$ cat config.mk
export PLATFORM = sky130hd
export DESIGN_NAME = irq_hub
export DESIGN_NICKNAME = d
export VERILOG_FILES = /design/src/rtl/irq_hub_pkg.sv /design/src/rtl/irq_hub_regs.sv /design/src/rtl/irq_hub_capture.sv /design/src/rtl/irq_hub_out.sv /design/src/rtl/irq_hub.sv
export SDC_FILE = /design/constraint.sdc
export NUM_CORES = 1
export LEC_CHECK = 0
export ABC_CLOCK_PERIOD_IN_PS = 1890
export BUFFER_PORTS_ARGS = -buffer_cell sky130_fd_sc_hd__buf_2
export CAP_MARGIN = 5
export CORE_ASPECT_RATIO = 0.8
export CORE_MARGIN = 5
export CORE_UTILIZATION = 59
export DETAILED_ROUTE_END_ITERATION = 8
export PLACE_DENSITY = 0.89
export SKIP_LAST_GASP = 1
export SYNTH_ARGS = -nofsm -noshare
export SYNTH_HDL_FRONTEND = slang
export SYNTH_HIERARCHICAL = 1
export SYNTH_SLANG_ARGS = --single-unit
$ cat constraint.sdc
create_clock -name clk -period 1.89 [get_ports clk]
set_clock_uncertainty 0.05 [all_clocks]
set_input_delay 0.0945 -clock clk [delete_from_list [all_inputs] [get_ports clk]]
set_output_delay 0.0945 -clock clk [all_outputs]
set_load 0.02 [all_outputs]
$ cat src/rtl/irq_hub_pkg.sv
package irq_hub_pkg;

   localparam int HUB_ADDR_W = 3;

   typedef enum logic [HUB_ADDR_W-1:0] {
      HUB_PEND  = 3'd0,
      HUB_GATE  = 3'd1,
      HUB_OPEN  = 3'd2,
      HUB_TRIG  = 3'd3,
      HUB_CLR   = 3'd4,
      HUB_STYLE = 3'd5
   } hub_reg_e;

endpackage

$ cat src/rtl/irq_hub_regs.sv
module irq_hub_regs
   import irq_hub_pkg::*;
#(
   parameter int NUM_CH = 32,
   parameter int DATA_W = 32
) (
   input  logic                  clk,
   input  logic                  rst_n,
   input  logic                  req,
   input  logic                  wr,
   input  logic [HUB_ADDR_W-1:0] addr,
   input  logic [DATA_W-1:0]     wdata,
   input  logic [NUM_CH-1:0]     pend,
   output logic [NUM_CH-1:0]     gate,
   output logic [NUM_CH-1:0]     open_en,
   output logic [NUM_CH-1:0]     trig_edge,
   output logic [NUM_CH-1:0]     clr,
   output logic                  pulse_mode,
   output logic [DATA_W-1:0]     rdata,
   output logic                  rvalid
);

   logic [NUM_CH-1:0] style_q;
   logic [NUM_CH-1:0] wbits;
   logic              do_wr;
   logic              do_rd;
   logic [DATA_W-1:0] rd_mux;

   assign wbits = wdata[NUM_CH-1:0];
   assign do_wr = req && wr;
   assign do_rd = req && !wr;

   generate
      if (NUM_CH < DATA_W) begin : g_spare
         logic unused_hi;
         assign unused_hi = |wdata[DATA_W-1:NUM_CH];
      end
   endgenerate

   always_ff @(posedge clk or negedge rst_n) begin
      if (!rst_n) begin
         gate      <= '0;
         open_en   <= '0;
         trig_edge <= '0;
         style_q   <= '0;
      end else if (do_wr) begin
         case (addr)
            HUB_GATE:  gate      <= wbits;
            HUB_OPEN:  open_en   <= wbits;
            HUB_TRIG:  trig_edge <= wbits;
            HUB_STYLE: style_q   <= wbits;
            default: ;
         endcase
      end
   end

   assign clr        = (do_wr && addr == HUB_CLR) ? wbits : '0;
   assign pulse_mode = |style_q;

   always_comb begin
      rd_mux = '0;
      case (addr)
         HUB_PEND:  rd_mux[NUM_CH-1:0] = pend;
         HUB_GATE:  rd_mux[NUM_CH-1:0] = gate;
         HUB_OPEN:  rd_mux[NUM_CH-1:0] = open_en;
         HUB_TRIG:  rd_mux[NUM_CH-1:0] = trig_edge;
         HUB_STYLE: rd_mux[NUM_CH-1:0] = style_q;
         default:   rd_mux = '0;
      endcase
   end

   always_ff @(posedge clk or negedge rst_n) begin
      if (!rst_n) begin
         rdata  <= '0;
         rvalid <= 1'b0;
      end else begin
         rvalid <= do_rd;
         if (do_rd) rdata <= rd_mux;
      end
   end

   AST_RVALID_FOLLOWS_READ: assert property (@(posedge clk) disable iff (!rst_n)
      rvalid |-> $past(req && !wr));

endmodule

$ cat src/rtl/irq_hub_capture.sv
module irq_hub_capture #(
   parameter int NUM_CH = 32
) (
   input  logic              clk,
   input  logic              rst_n,
   input  logic [NUM_CH-1:0] irq_in,
   input  logic [NUM_CH-1:0] gate,
   input  logic [NUM_CH-1:0] trig_edge,
   input  logic [NUM_CH-1:0] clr,
   output logic [NUM_CH-1:0] pend
);

   logic [NUM_CH-1:0] evt;

   for (genvar c = 0; c < NUM_CH; c++) begin : g_ch
      logic last_in;
      logic hit;

      always_ff @(posedge clk or negedge rst_n) begin
         if (!rst_n) last_in <= 1'b0;
         else        last_in <= irq_in[c];
      end

      assign hit    = trig_edge[c] ? (irq_in[c] && !last_in) : irq_in[c];
      assign evt[c] = gate[c] && hit;

      always_ff @(posedge clk or negedge rst_n) begin
         if (!rst_n)      pend[c] <= 1'b0;
         else if (evt[c]) pend[c] <= 1'b1;
         else if (clr[c]) pend[c] <= 1'b0;
      end
   end

   AST_GATED_NEVER_SETS: assert property (@(posedge clk) disable iff (!rst_n)
      ((pend & ~$past(pend) & ~$past(gate)) == '0));
   AST_CLEAR_DROPS: assert property (@(posedge clk) disable iff (!rst_n)
      ((pend & $past(clr) & ~$past(evt)) == '0));
   AST_SET_BEATS_CLEAR: assert property (@(posedge clk) disable iff (!rst_n)
      ((pend & $past(evt)) == $past(evt)));

endmodule

$ cat src/rtl/irq_hub_out.sv
module irq_hub_out #(
   parameter int NUM_CH = 32
) (
   input  logic              clk,
   input  logic              rst_n,
   input  logic [NUM_CH-1:0] pend,
   input  logic [NUM_CH-1:0] open_en,
   input  logic              pulse_mode,
   output logic              irq_out
);

   logic [NUM_CH-1:0] live;
   logic [NUM_CH-1:0] live_q;
   logic              fresh;

   assign live  = pend & open_en;
   assign fresh = |(live & ~live_q);

   always_ff @(posedge clk or negedge rst_n) begin
      if (!rst_n) live_q <= '0;
      else        live_q <= live;
   end

   assign irq_out = pulse_mode ? fresh : (|live);

   AST_PULSE_DROPS: assert property (@(posedge clk) disable iff (!rst_n)
      (pulse_mode && $stable(pend) && $stable(open_en) && $past(pulse_mode)) |-> !irq_out);

endmodule

$ cat src/rtl/irq_hub.sv
module irq_hub
   import irq_hub_pkg::*;
#(
   parameter int NUM_CH = 32,
   parameter int DATA_W = 32
) (
   input  logic                  clk,
   input  logic                  rst_n,
   input  logic [NUM_CH-1:0]     irq_in,
   input  logic                  host_req,
   input  logic                  host_wr,
   input  logic [HUB_ADDR_W-1:0] host_addr,
   input  logic [DATA_W-1:0]     host_wdata,
   output logic [DATA_W-1:0]     host_rdata,
   output logic                  host_rvalid,
   output logic                  irq_out
);

   initial begin
      assert (NUM_CH >= 1 && NUM_CH <= 32 && NUM_CH <= DATA_W)
         else $error("irq_hub: NUM_CH must lie in 1..min(32,DATA_W)");
   end

   logic [NUM_CH-1:0] pend;
   logic [NUM_CH-1:0] gate;
   logic [NUM_CH-1:0] open_en;
   logic [NUM_CH-1:0] trig_edge;
   logic [NUM_CH-1:0] clr;
   logic              pulse_mode;

   irq_hub_regs #(.NUM_CH(NUM_CH), .DATA_W(DATA_W)) u_regs (
      .clk(clk), .rst_n(rst_n),
      .req(host_req), .wr(host_wr), .addr(host_addr), .wdata(host_wdata),
      .pend(pend), .gate(gate), .open_en(open_en), .trig_edge(trig_edge),
      .clr(clr), .pulse_mode(pulse_mode),
      .rdata(host_rdata), .rvalid(host_rvalid)
   );

   irq_hub_capture #(.NUM_CH(NUM_CH)) u_cap (
      .clk(clk), .rst_n(rst_n), .irq_in(irq_in),
      .gate(gate), .trig_edge(trig_edge), .clr(clr), .pend(pend)
   );

   irq_hub_out #(.NUM_CH(NUM_CH)) u_out (
      .clk(clk), .rst_n(rst_n), .pend(pend), .open_en(open_en),
      .pulse_mode(pulse_mode), .irq_out(irq_out)
   );

   AST_CLOSED_IS_QUIET: assert property (@(posedge clk) disable iff (!rst_n)
      (open_en == '0) |-> !irq_out);

endmodule

==> flow_summary.toml, run 1 <==
[run_status]
status = "complete, but fails checks"
failed_checks = "setup timing"

[global_routing]
grt_remaining_overflow = 0
grt_pass1_wl_um = 51500
grt_use_total = 0.303
grt_max_degree = 60
antenna_found_initial = 0
grt_pass1_vias = 9110

[floorplanning]
row_count = 44
io_pins = 105
initial_core_util = 0.601
core_area_um2 = 18200
die_w_um = 162
die_area_um2 = 21300
die_h_um = 132

[cts]
clock_latency_ns = 0.52
htree_levels = 1
cts_tree = "yes"
clk_pin_slew_ns = 0.06
cts_root_buffer = "clkbuf_16"
clock_sinks = 257
cts_buffers = 25
clockBufferDepth = 3

[critical_path]
cp.arrival_ns = 2.54
critPathMaxFanout = 2
cp-end-kind = "primary output"
path_class = "flip-flop to primary output"
required_ns = 1.75
start_kind = "flip-flop"

[drt]
vias = 8364
drt_pass1_iterations = 6
drc_errors = 0
avgRoutedWirePerCell_um = 23.9
antenna_left = 0
drtIter0Drc = 1008
avgViaCountPerCell = 6.22
routed_wl_um = 32200

[cells_and_area]
synthToLayoutAreaGrowth_pct = 25.8
fin_area_um2 = 13700
insertedDiodeCount = 0
drive_above_1_share = 0.311
nFillCells = 1036
fin_nets = 1167

[pwr]
power_density_nw_per_um2 = 1170
p_clk_frac = 0.330
ir_drop_mv = 0.925
power_mw = 16.1
p_switching_mw = 4.77
switching_share = 0.297
p_leak_nw = 6.57
internal_power_mw = 11.3
p_comb_frac = 0.207
seq_power_share = 0.463

[logic_synthesis]
syn_inst = 876
synth-async-reset-ratio = 1.00
synth_largest_area_cell = "dfrtp_1"
yosysUniqueCellTypes = 34
synth_top_cells_by_count = "dfrtp_1 (257), mux2_2 (97), nand2_1 (95)"
synth_warnings = 6
synth.most_common_cell = "dfrtp_1"
synth_nets = 947
synthDominantCellAreaShare = 0.589
synth_edf_count = 0
avgSynthCellArea_um2 = 12.5
synthTopCellsByArea = "dfrtp_1 (59%), mux2_2 (10%), mux2i_1 (5.8%), mux2_4 (4.1%), nand2_1 (3.3%)"
postSynthRegisterBits = 257
yosysSeqAreaShare = 0.589
synthesis.area_um2 = 10900
dominantRegCellSynth = "dfrtp_1"

[sta]
finalSetupViolCount = 1
maxSlewHeadroom = 0.612
rsz0062_at_grt = "yes"
worst_pin_slew_ns = 0.582
finalCritPeriodShare = 1.42
hold_viol = 0
worst_slack_ns = -0.790
slew_viol_final = 0
finalCriticalPeriod_ns = 2.68
fmax_mhz = 373

[place]
io_buffers = 104
place_hpwl_um = 19300
placed_area_um2 = 12100
gp_congestion = 0.908

[worst_hold_path]
hp-class = "input port to asynchronous set/reset pin"

[flow_run]
drv_cap = 0
## path summary, 6_finish.rpt
path / start / to / slack (ns) / cells past startpoint
max reg2reg: u_regs/style_q[19] / u_regs/rdata[19] / 0.50 / 6
min: rst_n / u_cap/pend[15] / 0.03 / 2
max: u_regs/style_q[19] / irq_out / -0.79 / 10
min in group clk: irq_in[6] / u_cap/g_ch[6].last_in / 0.18 / 2
min reg2reg: u_regs/rdata[25] / u_regs/rdata[25] / 0.45 / 2
max in group asynchronous: rst_n / u_cap/g_ch[3].last_in / 1.08 / 3
## per-stage QoR
step	hold WS [ns]	TNS, ns	utilization	cells	setup slack, ns
after floorplan	-0.251	0	-	876	0.134
after global placement	-0.00407	-0.210	0.665	1226	-0.210
after detailed placement	-0.00248	-0.383	0.665	1226	-0.383
after CTS	0.0455	-0.854	0.753	1341	-0.854
after global routing	0.0874	-0.851	0.756	1344	-0.851
final	0.0332	-0.790	0.756	1344	-0.790
## routing by layer
layer | vias up | track usage | part of all wire
li1 | 3530 | - | -
met1 | 4159 | 0.405 | 0.39
met2 | 530 | 0.487 | 0.47
met3 | 145 | 0.0611 | 0.082
met4 | 0 | 0.135 | 0.051
met5 | - | 0 | 0
## kinds of logic (layout without fill, tap and decap cells)
| group | count (synthesis) | in the layout | share of synthesized area |
|---|---|---|---|
| buffers and inverters | 105 | 343 | 0.0408 |
| DFF | 257 | 257 | 0.589 |
| and+or+nand+nor | 205 | 205 | 0.0866 |
| AOI/OAI and AO/OA | 117 | 117 | 0.0820 |
| muxes | 192 | 192 | 0.201 |
## registers in the layout, indices dropped and copies added (netlist names)
| signal | flops |
|---|---|
| u_regs/rdata | 32 |
| u_regs/open_en | 32 |
| u_cap/g_ch.last_in | 32 |
| u_regs/trig_edge | 32 |
| u_regs/rvalid | 1 |
| u_regs/gate | 32 |
| u_regs/style_q | 32 |
| u_out/live_q | 32 |
| u_cap/pend | 32 |
## placed cells by master, fill, tap and decap left out, drive strengths merged, types with 4 or more instances in the layout
cell,count
nor2,39
nand2,97
a32o,32
dlygate4sd3,69
inv,66
buf,164
mux2,129
o22ai,15
mux2i,63
a21oi,34
nand4,10
clkbuf,33
o221ai,31
clkinv,5
dfrtp,257
nor3,4
and2,33
nor4,10
bufinv,4
nand3,5
## final cells by class
type | count | area [um^2] | area share
clock buffer | 33 | 696 | 0.0507
clock inverter | 12 | 169 | 0.0123
inverter | 65 | 244 | 0.0178
multi-input combinational | 514 | 4110 | 0.299
sequential | 257 | 6430 | 0.468
tap | 230 | 288 | 0.0210
timing repair buffer | 233 | 1790 | 0.131
## power by group through the flow
stage | Sequential, mW | Clock (mW) | Combinational (mW)
finish | 7.44 | 5.30 | 3.33
global route | 7.53 | 5.59 | 3.55
CTS | 7.36 | 5.31 | 3.18
detailed placement | 7.40 | 0 | 2.97
global placement | 7.31 | 0 | 2.83
floorplan | 7.33 | 0 | 1.65
## critical path, cell delays in order (launching register included)
cell     delay [ns]
dfrtp_1        0.39
nor4_2         0.27
buf_4          0.16
nand4_1        0.14
or2_4          0.28
a21oi_2        0.11
nand4_1        0.12
nor3_1         0.15
nand3_1        0.09
o21a_1         0.16
buf_6          0.14
## timing repair
action	in CTS	in global routing
hold endpoints to repair	452	0
endpoints found under the setup margin	1	1
pin swaps	4	5
buffers inserted	1	3
hold buffers	69	0
gates resized for setup	8	3
Power figures use the tool's default switching activity.
==> inputs of run 2 (changes only) <==
--- a/config.mk
+++ b/config.mk
@@ -12,9 +12,8 @@
 export CORE_MARGIN = 5
 export CORE_UTILIZATION = 59
 export DETAILED_ROUTE_END_ITERATION = 8
-export PLACE_DENSITY = 0.89
+export PLACE_DENSITY = 0.9
 export SKIP_LAST_GASP = 1
 export SYNTH_ARGS = -nofsm -noshare
 export SYNTH_HDL_FRONTEND = slang
-export SYNTH_HIERARCHICAL = 1
 export SYNTH_SLANG_ARGS = --single-unit
==> run 2 against run 1 <==
Compared with the run above: the run still ends with setup timing left; final cell count fell by 2.6%; critical path depth fell by 4; synthesized cell count fell by 0.23%; sequential power fell by 1%; non-clock buffer count fell by 26; worst setup slack improved by 0.46 ns; core utilization fell by 1.7 points; wire length fell by 4.7%; global-route usage fell by 0.97 points; register-to-register slack barely moved; power fell by 5.4%; worst hold slack improved by 0.056 ns.
==> flow_summary.toml, run 2 <==
[run_status]
status = "complete, but fails checks"
failed_checks = "setup timing"

[logic_synthesis]
postSynthRegisterBits = 257
synthesis.area_um2 = 10800
dominantRegCellSynth = "dfrtp_1"
avgSynthCellArea_um2 = 12.3
synth.most_common_cell = "dfrtp_1"
synth_warnings = 0
synthDominantCellAreaShare = 0.597
synth_top_cells_by_count = "dfrtp_1 (257), nand2_1 (165), mux2_2 (154)"
yosysUniqueCellTypes = 27
synth_edf_count = 0
syn_inst = 874
yosysSeqAreaShare = 0.597
synthTopCellsByArea = "dfrtp_1 (60%), mux2_2 (16%), nand2_1 (5.8%), a32o_1 (3.0%), mux2i_1 (3.0%)"
synth_nets = 945
synth-async-reset-ratio = 1.00
synth_largest_area_cell = "dfrtp_1"

[critical_path]
path_class = "flip-flop to primary output"
r2r-end = "u_regs.rdata[2]"
cp-end-kind = "primary output"
cp.arrival_ns = 2.08
crit_start = "u_cap.pend[8]"
slowest_delay_ns = 0.41
worstSetupEndpoint = "irq_out"
path_cells = "nand2_2, o22ai_1, nor4_2, nand4_1, o21a_1, buf_6"
worst-path-stages = 6
timing.rr.start = "u_regs.style_q[2]"
critPathMaxFanout = 3
critPathSlowestCell = "dfrtp_1"
path_buf_inv = 1
reg2regPathDepth = 4
required_ns = 1.75
cp_top_family = "simple AND/OR/NAND/NOR gates"
start_kind = "flip-flop"
r2r_slack_ns = 0.51

[pwr]
ir_drop_mv = 0.791
p_clk_frac = 0.328
p_switching_mw = 4.43
seq_power_share = 0.484
p_leak_nw = 6.13
power_density_nw_per_um2 = 1140
internal_power_mw = 10.8
switching_share = 0.291
p_comb_frac = 0.188
power_mw = 15.2

[floorplanning]
row_count = 44
initial_core_util = 0.596
io_pins = 105
die_w_um = 161
die_h_um = 131
core_area_um2 = 18100
die_area_um2 = 21100

[cells_and_area]
insertedDiodeCount = 0
layout.cells.non_filler = 1309
seqCellArea_um2 = 6430
synthToLayoutAreaGrowth_pct = 24.0
layout_commonest_cell = "dfrtp_1"
nFillCells = 1038
fin_nets = 1135
layout_common_cells = "dfrtp_1 (257), nand2_1 (161), mux2_2 (154), buf_2 (102), dlygate4sd3_1 (65)"
fin_util = 0.739
drive_above_1_share = 0.324
multi_input_area_um2 = 4070

[sta]
finalSetupViolCount = 1
finalCriticalPeriod_ns = 2.22
finalCritPeriodShare = 1.18
worst_pin_slew_ns = 0.631
maxSlewHeadroom = 0.579
slew_viol_final = 0
rsz0062_at_grt = "yes"
worst_slack_ns = -0.334
hold_viol = 0
fmax_mhz = 450

[place]
io_buffers = 104
dp_cells = 1200
place_hpwl_um = 18500
gp_congestion = 0.870

[drt]
routed_wl_um = 30700
avgViaCountPerCell = 6.34
drc_errors = 0
drt_pass1_iterations = 5
antenna_left = 0
drtIter0Drc = 848
avgRoutedWirePerCell_um = 23.4
vias = 8301

[cts]
clk_pin_slew_ns = 0.07
cts_root_buffer = "clkbuf_16"
htree_levels = 1
clock_latency_ns = 0.53
cts_buffers = 25
clockBufferDepth = 3
cts_tree = "yes"
clock_sinks = 257

[global_routing]
grt_pass1_vias = 8722
grt_pass1_wl_um = 48600
grt_max_degree = 74
antenna_found_initial = 0
grt_remaining_overflow = 0
grt_use_total = 0.294

[flow_run]
drv_cap = 0

[worst_hold_path]
min_path_cells = 4
hp-class = "input port to flip-flop"
min_from = "host_req"
-- run 2: cell types whose count changed in the layout (fill, tap and decap cells not counted), sizes merged, moves of 22 or more --
cell,previous run,this run
nand2,97,165
a22oi,2,31
mux2i,63,32
o21ai,2,64
a21oi,34,0
inv,66,36
buf,164,142
o221ai,31,0
and2,33,0
mux2,129,159
nor2,39,4
-- run 2: cells by family after synthesis --
| group | after synthesis | synth area share |
|---|---|---|
| buf+inv | 78 | 0.0328 |
| simple gates | 202 | 0.0811 |
| flops | 257 | 0.597 |
| mux | 191 | 0.196 |
| compound gates | 146 | 0.0925 |
-- run 2: timing repair --
action                                  4_1_cts  5_1_grt
pin swaps                                     5        0
buffers inserted                              2        0
endpoints found under the setup margin        1        1
resized for setup                            11        5
hold buffers                                 65        0
endpoints found under the hold margin       422        0
-- run 2: routing by layer --
metal	track usage	wire length (um)	part of all wire	vias to the layer above
met1	0.382	12100	0.40	4199
met5	0	0	0	-
li1	-	-	-	3499
met2	0.500	14900	0.49	489
met3	0.0536	2380	0.078	114
met4	0.115	1210	0.040	0
-- run 2: through the flow --
stage                     TNS (ns)  hold WS [ns]  area, um^2  setup WS [ns]
after floorplan                  0        -0.251       10800          0.573
after global placement           0        0.0689       11800          0.234
after detailed placement         0        0.0778       11800          0.138
after CTS                   -0.294        0.0713       13300         -0.294
after global routing        -0.352        0.0859       13300         -0.352
final                       -0.334        0.0889       13300         -0.334
-- run 2: how the worst min path moves through the flow --
stage                              to  slack (ns)
2_1_floorplan   u_cap.g_ch[0].last_in       -0.25
3_3_place_gp   u_cap.g_ch[30].last_in        0.07
3_5_place_dp          u_regs.rdata[0]        0.08
4_1_cts                 u_regs.rvalid        0.07
5_1_grt                 u_regs.rvalid        0.09
6_report                u_regs.rvalid        0.09
-- run 2: area by class of cell --
type	instances	area share
clock inverter	8	0.00731
timing repair buffer	207	0.122
tap	230	0.0216
sequential	257	0.482
multi-input combinational	539	0.305
clock buffer	34	0.0531
inverter	34	0.00956
-- run 2: power by group through the flow --
stage          clock (mW)  combinational [mW]  sequential [mW]
2_1_floorplan           0                1.57             7.21
3_3_place_gp            0                2.43             7.25
3_5_place_dp            0                2.55             7.33
4_1_cts              5.00                2.76             7.28
5_1_grt              5.27                3.08             7.45
6_report             4.99                2.86             7.36
-- run 2: worst reg2reg max path: stages (launching register included) --
cell and delay (ns):
dfrtp_1 0.42, mux2i_1 0.23, o21ai_0 0.17, a22oi_1 0.25
o21ai_0 0.12
